$ cat src/rtl/dma_arb_pkg.sv
package dma_arb_pkg;
  typedef enum logic [1:0] {
    ARB_IDLE = 2'd0,
    ARB_OWN  = 2'd1,
    ARB_CASC = 2'd2
  } arb_state_e;
endpackage

$ cat src/rtl/dma_arb_sampler.sv
// Captures every arbitration input on the falling clock edge (active-high internally).
module dma_arb_sampler #(
  parameter int N = 4
) (
  input  logic         clk,
  input  logic         rst_n,
  input  logic [N-1:0] dreq_n,
  input  logic [N-1:0] sw_req,
  input  logic         casc_req_n,
  input  logic         casc_gnt_en_n,
  input  logic         bus_gnt_n,
  output logic [N-1:0] hw_req_s,
  output logic [N-1:0] sw_req_s,
  output logic         casc_req_s,
  output logic         gen_in_s,
  output logic         gnt_s
);
  always_ff @(negedge clk or negedge rst_n) begin
    if (!rst_n) begin
      hw_req_s   <= '0;
      sw_req_s   <= '0;
      casc_req_s <= 1'b0;
      gen_in_s   <= 1'b0;
      gnt_s      <= 1'b0;
    end else begin
      hw_req_s   <= ~dreq_n;
      sw_req_s   <= sw_req;
      casc_req_s <= ~casc_req_n;
      gen_in_s   <= ~casc_gnt_en_n;
      gnt_s      <= ~bus_gnt_n;
    end
  end
endmodule

$ cat src/rtl/dma_arb_cfg.sv
// Holds mask and priority code; reset leaves everything masked with code 0.
module dma_arb_cfg #(
  parameter int N = 4,
  localparam int PW = $clog2(N) + 1
) (
  input  logic          clk,
  input  logic          rst_n,
  input  logic          load,
  input  logic [N-1:0]  mask_in,
  input  logic [PW-1:0] prio_in,
  output logic [N-1:0]  mask_q,
  output logic [PW-1:0] prio_q
);
  always_ff @(posedge clk or negedge rst_n) begin
    if (!rst_n) begin
      mask_q <= '1;
      prio_q <= '0;
    end else if (load) begin
      mask_q <= mask_in;
      prio_q <= prio_in;
    end
  end

  p_cfg_hold_r11: assert property (@(posedge clk) disable iff (!rst_n)
    !load |=> ($stable(mask_q) && $stable(prio_q)));
endmodule

$ cat src/rtl/dma_arb_picker.sv
// Qualifies requests and finds the winner in the order chosen by the code.
module dma_arb_picker #(
  parameter int N = 4,
  localparam int IW = $clog2(N),
  localparam int PW = IW + 1
) (
  input  logic          clk,
  input  logic          rst_n,
  input  logic          dma_en,
  input  logic [N-1:0]  mask,
  input  logic [PW-1:0] prio,
  input  logic [N-1:0]  hw_req,
  input  logic [N-1:0]  sw_req,
  input  logic          casc_req,
  output logic          any_pend,
  output logic          pick_casc,
  output logic [IW-1:0] pick_idx
);
  logic [N-1:0] pend_ch;
  logic         pend_casc;
  logic         ch_found;

  for (genvar g = 0; g < N; g++) begin : g_qual
    assign pend_ch[g] = dma_en & ((hw_req[g] & ~mask[g]) | sw_req[g]);
  end

  assign pend_casc = dma_en & casc_req;

  always_comb begin
    logic [IW-1:0] cand;
    ch_found = 1'b0;
    pick_idx = '0;
    for (int k = 0; k < N; k++) begin
      cand = prio[IW-1:0] + IW'(k);
      if (!ch_found && pend_ch[cand]) begin
        ch_found = 1'b1;
        pick_idx = cand;
      end
    end
  end

  assign pick_casc = pend_casc & (prio[PW-1] | ~ch_found);
  assign any_pend  = ch_found | pend_casc;

  p_pick_is_pending_r2: assert property (@(posedge clk) disable iff (!rst_n)
    (any_pend && !pick_casc) |-> pend_ch[pick_idx]);
  p_disabled_quiet_r5: assert property (@(posedge clk) disable iff (!rst_n)
    !dma_en |-> !any_pend);
endmodule

$ cat src/rtl/dma_arb_tenure.sv
// Latches the winner on grant and holds it for the whole bus tenure.
module dma_arb_tenure #(
  parameter int N = 4,
  localparam int IW = $clog2(N)
) (
  input  logic          clk,
  input  logic          rst_n,
  input  logic          gnt_s,
  input  logic          gen_in_s,
  input  logic          casc_req_s,
  input  logic          any_pend,
  input  logic          pick_casc,
  input  logic [IW-1:0] pick_idx,
  input  logic [N-1:0]  tenure_done,
  output logic [N-1:0]  chan_sel,
  output logic          gen_out_n,
  output logic          bus_req_n
);
  import dma_arb_pkg::*;

  arb_state_e    state;
  logic [IW-1:0] owner;
  logic          req_q;
  logic          done_hit;

  assign done_hit = tenure_done[owner];

  always_ff @(posedge clk or negedge rst_n) begin
    if (!rst_n) begin
      state <= ARB_IDLE;
      owner <= '0;
      req_q <= 1'b0;
    end else begin
      req_q <= any_pend | ((state == ARB_OWN) & ~done_hit);
      unique case (state)
        ARB_IDLE: begin
          if (gnt_s && gen_in_s && any_pend) begin
            if (pick_casc) begin
              state <= ARB_CASC;
            end else begin
              state <= ARB_OWN;
              owner <= pick_idx;
            end
          end
        end
        ARB_OWN:  if (done_hit) state <= ARB_IDLE;
        ARB_CASC: if (!casc_req_s) state <= ARB_IDLE;
        default:  state <= ARB_IDLE;
      endcase
    end
  end

  assign chan_sel  = (state == ARB_OWN) ? (N'(1) << owner) : '0;
  assign gen_out_n = ~(((state == ARB_IDLE) & gen_in_s & pick_casc) | (state == ARB_CASC));
  assign bus_req_n = ~req_q;

  p_sel_onehot_r7: assert property (@(posedge clk) disable iff (!rst_n)
    $onehot0(chan_sel));
  p_owner_hold_r7: assert property (@(posedge clk) disable iff (!rst_n)
    ((|chan_sel) && !(|(chan_sel & tenure_done))) |=> $stable(chan_sel));
  p_casc_exclusive_r8: assert property (@(posedge clk) disable iff (!rst_n)
    !((|chan_sel) && !gen_out_n));
  p_release_r10: assert property (@(posedge clk) disable iff (!rst_n)
    ((state == ARB_IDLE) && !any_pend) |=> bus_req_n);
  p_no_take_r9: assert property (@(posedge clk) disable iff (!rst_n)
    ((state == ARB_IDLE) && !gen_in_s) |=> (chan_sel == '0 && state != ARB_CASC));
endmodule

$ cat src/rtl/dma_prio_arbiter.sv
module dma_prio_arbiter #(
  parameter int N = 4,
  localparam int IW = $clog2(N),
  localparam int PW = IW + 1
) (
  input  logic          clk,
  input  logic          rst_n,
  input  logic [N-1:0]  dreq_n,
  input  logic [N-1:0]  sw_req,
  input  logic          cfg_load,
  input  logic [N-1:0]  cfg_mask,
  input  logic [PW-1:0] cfg_prio,
  input  logic          dma_en,
  input  logic          casc_req_n,
  input  logic          casc_gnt_en_n,
  input  logic          bus_gnt_n,
  input  logic [N-1:0]  tenure_done,
  output logic          bus_req_n,
  output logic [N-1:0]  chan_sel,
  output logic          gnt_en_out_n
);
  logic [N-1:0]  hw_req_s, sw_req_s, mask_q;
  logic [PW-1:0] prio_q;
  logic          casc_req_s, gen_in_s, gnt_s;
  logic          any_pend, pick_casc;
  logic [IW-1:0] pick_idx;

  dma_arb_sampler #(.N(N)) u_sampler (
    .clk(clk), .rst_n(rst_n), .dreq_n(dreq_n), .sw_req(sw_req),
    .casc_req_n(casc_req_n), .casc_gnt_en_n(casc_gnt_en_n), .bus_gnt_n(bus_gnt_n),
    .hw_req_s(hw_req_s), .sw_req_s(sw_req_s), .casc_req_s(casc_req_s),
    .gen_in_s(gen_in_s), .gnt_s(gnt_s)
  );

  dma_arb_cfg #(.N(N)) u_cfg (
    .clk(clk), .rst_n(rst_n), .load(cfg_load), .mask_in(cfg_mask),
    .prio_in(cfg_prio), .mask_q(mask_q), .prio_q(prio_q)
  );

  dma_arb_picker #(.N(N)) u_picker (
    .clk(clk), .rst_n(rst_n), .dma_en(dma_en), .mask(mask_q), .prio(prio_q),
    .hw_req(hw_req_s), .sw_req(sw_req_s), .casc_req(casc_req_s),
    .any_pend(any_pend), .pick_casc(pick_casc), .pick_idx(pick_idx)
  );

  dma_arb_tenure #(.N(N)) u_tenure (
    .clk(clk), .rst_n(rst_n), .gnt_s(gnt_s), .gen_in_s(gen_in_s),
    .casc_req_s(casc_req_s), .any_pend(any_pend), .pick_casc(pick_casc),
    .pick_idx(pick_idx), .tenure_done(tenure_done), .chan_sel(chan_sel),
    .gen_out_n(gnt_en_out_n), .bus_req_n(bus_req_n)
  );
endmodule

$ cat config.mk
export PLATFORM = sky130hd
export DESIGN_NAME = dma_prio_arbiter
export DESIGN_NICKNAME = d
export VERILOG_FILES = /design/src/rtl/dma_arb_pkg.sv /design/src/rtl/dma_arb_sampler.sv /design/src/rtl/dma_arb_cfg.sv /design/src/rtl/dma_arb_picker.sv /design/src/rtl/dma_arb_tenure.sv /design/src/rtl/dma_prio_arbiter.sv
export SDC_FILE = /design/constraint.sdc
export NUM_CORES = 1
export LEC_CHECK = 0
export BUFFER_PORTS_ARGS = -buffer_cell sky130_fd_sc_hd__buf_4
export CAP_MARGIN = 20
export CORE_MARGIN = 2
export CORE_UTILIZATION = 50
export DETAILED_ROUTE_END_ITERATION = 12
export PLACE_DENSITY = 0.79
export SKIP_LAST_GASP = 1
export SLEW_MARGIN = 20
export SYNTH_ARGS = -nofsm -noshare
export SYNTH_HDL_FRONTEND = slang
export SYNTH_SLANG_ARGS = --single-unit
$ cat constraint.sdc
create_clock -name clk -period 2.9 [get_ports clk]
set_clock_uncertainty 0.2 [all_clocks]
set_input_delay 0.145 -clock clk [delete_from_list [all_inputs] [get_ports clk]]
set_output_delay 0.145 -clock clk [all_outputs]
set_load 0.005 [all_outputs]
==> key figures <==
Outcome
  – Status: finished, violations left
  – Failing checks: negative setup slack

Floorplan
  – Core region area: 0.00192 mm2
  – Die Area: 0.00239 mm2
  – Std cell rows: 16
  – Starting Density: 52.5%
  – Die width: 48.9 um
  – Top Ports: 32
  – Die Ht: 48.9 um

Timing
  – Worst setup margin: -345 ps
  – Hold Fails Final Rpt: 0
  – Final max-slew violation count: 0
  – Setup violations, final: 5
  – Worst slew pin tran: 289 ps
  – Final setup TNS: -1400 ps
  – RSZ-0062 raised after global routing: true
  – Relative slew margins: 80.6%
  – Hold WS: 33.1 ps

Global routing
  – Global route overflow: 0
  – First-pass GRT wire length: 4.13 mm
  – Vias in the first global route: 937
  – Pin count of the biggest net entering global routing: 24
  – Initial antenna violation count: 0
  – Total GRT Usage: 22.8%

Power
  – Psw: 188 uW
  – Pwr Density: 442 mW/mm2
  – Clk pwr share: 21.0%
  – LEAKAGE: 0.748 nW
  – Combinational share of power: 23.9%
  – Switching share of power: 27.0%
  – Worst vdd ir: 0.000394 V
  – Int Pwr: 510 uW
  – Power share of the sequential group: 55.0%

Synthesis
  – Synth top area cells: dfrtn_1 (27%), dfrtp_1 (20%), dfstp_2 (10%)
  – Synth area leader: dfrtn_1
  – Cells after Synth: 87
  – Main synth FF type: dfrtn_1
  – Syn_nets: 113
  – Number of synthesized flops with an enable pin: 0
  – Post-synth top cells: inv_1 (12), dfrtn_1 (11), dfrtp_1 (8), nand2_1 (7), o21ai_0 (7)
  – Yosys top cell area share: 27.3%
  – Synthesized flop and latch total: 23
  – Netlist cell types: 31
  – Register area share after synthesis: 57.6%
  – Synthesized cell area: 0.00101 mm2
  – Syn avg cell area: 11.6 um2
  – Synth Warn #: 0
  – Post-synth ARST share: 100%
  – Count leader, synth: inv_1

Critical path
  – Max FO, Critical Path: 2
  – Crit. End Element: primary output
  – Buf/Inv on CP: 2
  – CP max stage delay: 350 ps
  – CP cell instances: nor2b_4, nor2_2, nand4_2, buf_6, nand2_2, a31oi_1, buf_4
  – Crit-path leading delay family: simple AND/OR/NAND/NOR gates
  – Reg2Reg Setup Slack: -340 ps
  – Startpoint Class: flip-flop
  – CP required: 2560 ps
  – Crit path DAT: 2900 ps
  – Cells on worst reg2reg path: 7
  – CP max-delay cell: dfrtn_1
  – Terminus of the critical flop-to-flop path: u_tenure.owner[0]
  – Critical path type: flip-flop to primary output
  – Worst r2r src: u_sampler.hw_req_s[0]

Drt
  – Post-DRT Antenna Nets: 0
  – Post-Route WL: 2.41 mm
  – Drt first pass iters: 4
  – Via count: 874
  – Drt drc: 0
  – Detailed Route Iter0 Violations: 19
  – Wire per inst: 13.7 um
  – Drt via density: 4.97

Clocking
  – CTS H-Tree Depth: 1
  – CTS sink count: 23
  – Root buffer cell: clkbuf_4
  – CTS tree: done
  – CTS Buf Count: 3
  – Clk slew on worst S/H paths: 130 ps
  – Clock buffer depth: 2
  – Clk_lat worst skew: 300 ps

Placement
  – DP Wirelength: 1.53 mm
  – GPL Wtd Cong: 0.747
  – Port bufs: 31

Cells and area
  – N_diodes: 0
  – Fraction of layout cells with a size suffix above 1: 42.3%
  – Total Nets Final: 176
  – P&R area growth vs syn: 56.8%

Worst hold path
  – Hold EP: u_tenure.state[0]
  – Worst Hold Launch: tenure_done[2]
  – Min-delay worst type: input pin to flip-flop
  – Hold path depth: 3

Job
  – Max Cap Viol: 0
[power by group through the flow]
stage	registers [mW]	logic [mW]	clock network (mW)
3_3_place_gp	0.387	0.127	0
5_1_grt	0.388	0.185	0.163
4_1_cts	0.383	0.164	0.148
2_1_floorplan	0.382	0.0732	0
3_5_place_dp	0.389	0.132	0
6_report	0.384	0.167	0.147
[area by class of cell]
cell class,instances,area (um2)
Sequential cell,23,581
Timing Repair Buffer,59,497
Multi-Input combinational cell,49,392
Fill cell,115,340
Inverter,14,52.6
Tap cell,27,33.8
Clock buffer,4,26.3
[cell usage in the layout (no fill, tap or decap), types with 2 or more instances in the layout]
master,count
a21oi_1,2
a21oi_4,3
buf_4,38
clkbuf_4,3
dfrtn_1,11
dfrtp_1,8
dfstp_2,4
dlygate4sd3_1,20
inv_1,12
inv_2,2
mux2_2,3
nand2_1,6
nor3_1,5
o21a_1,2
o21ai_0,6
o21ai_1,2
[metal layers]
metal / vias up / track usage, % / wire length, um
li1: 416 / - / -
met1: 420 / 25.2 / 962
met2: 30 / 42.9 / 1300
met3: 8 / 2.45 / 71
met4: 0 / 11.4 / 76
met5: - / 0 / 0
[tightest hold or removal path, stage by stage]
cell and delay (ps):
buf_4 70, mux4_2 240, o21bai_1 60
[cell families (layout without fill, tap and decap cells)]
family,after synthesis,count (layout),share of synthesized area [%]
mux,6,6,8.06
flops,23,23,57.6
buf+inv,15,77,5.58
simple gates,21,21,12.3
compound gates,22,22,16.5
[worst max path at each step]
stage | startpoint | endpoint | slack, ps | depth (start not counted)
floorplan | u_sampler.gen_in_s | u_tenure.owner[0] | -40 | 4
global placement | u_sampler.gen_in_s | u_tenure.owner[0] | -40 | 4
detailed placement | u_sampler.hw_req_s[2] | u_tenure.owner[0] | -60 | 4
CTS | u_sampler.hw_req_s[0] | gnt_en_out_n | -330 | 7
global route | u_sampler.hw_req_s[0] | gnt_en_out_n | -430 | 7
finish | u_sampler.hw_req_s[0] | gnt_en_out_n | -340 | 7
[timing repair]
action                     CTS  global route
hold endpoints to repair    21             0
hold buffers                20             0
pin swaps                    5             1
setup endpoints to repair    4             6
setup buffers                3             1
gates resized for setup      4             1
[state kept, by name, summed over array words and instances, names as in the netlist]
register	flops
u_tenure.owner	2
u_sampler.gnt_s	1
u_sampler.gen_in_s	1
u_sampler.casc_req_s	1
u_cfg.prio_q	3
u_sampler.sw_req_s	4
u_sampler.hw_req_s	4
u_tenure.state	2
u_tenure.req_q	1
u_cfg.mask_q	4
[through the flow]
step	instance area, um2	cells	utilization, %	power (mW)	setup slack [ps]
detailed placement	1310	148	68.1	0.521	-59.9
CTS	1570	175	81.9	0.696	-325
global placement	1310	148	68.1	0.514	-36.7
global route	1580	176	82.3	0.737	-431
floorplan	1020	87	-	0.455	-36.0
finish	1580	176	82.3	0.699	-345
Power figures use the tool's default switching activity.
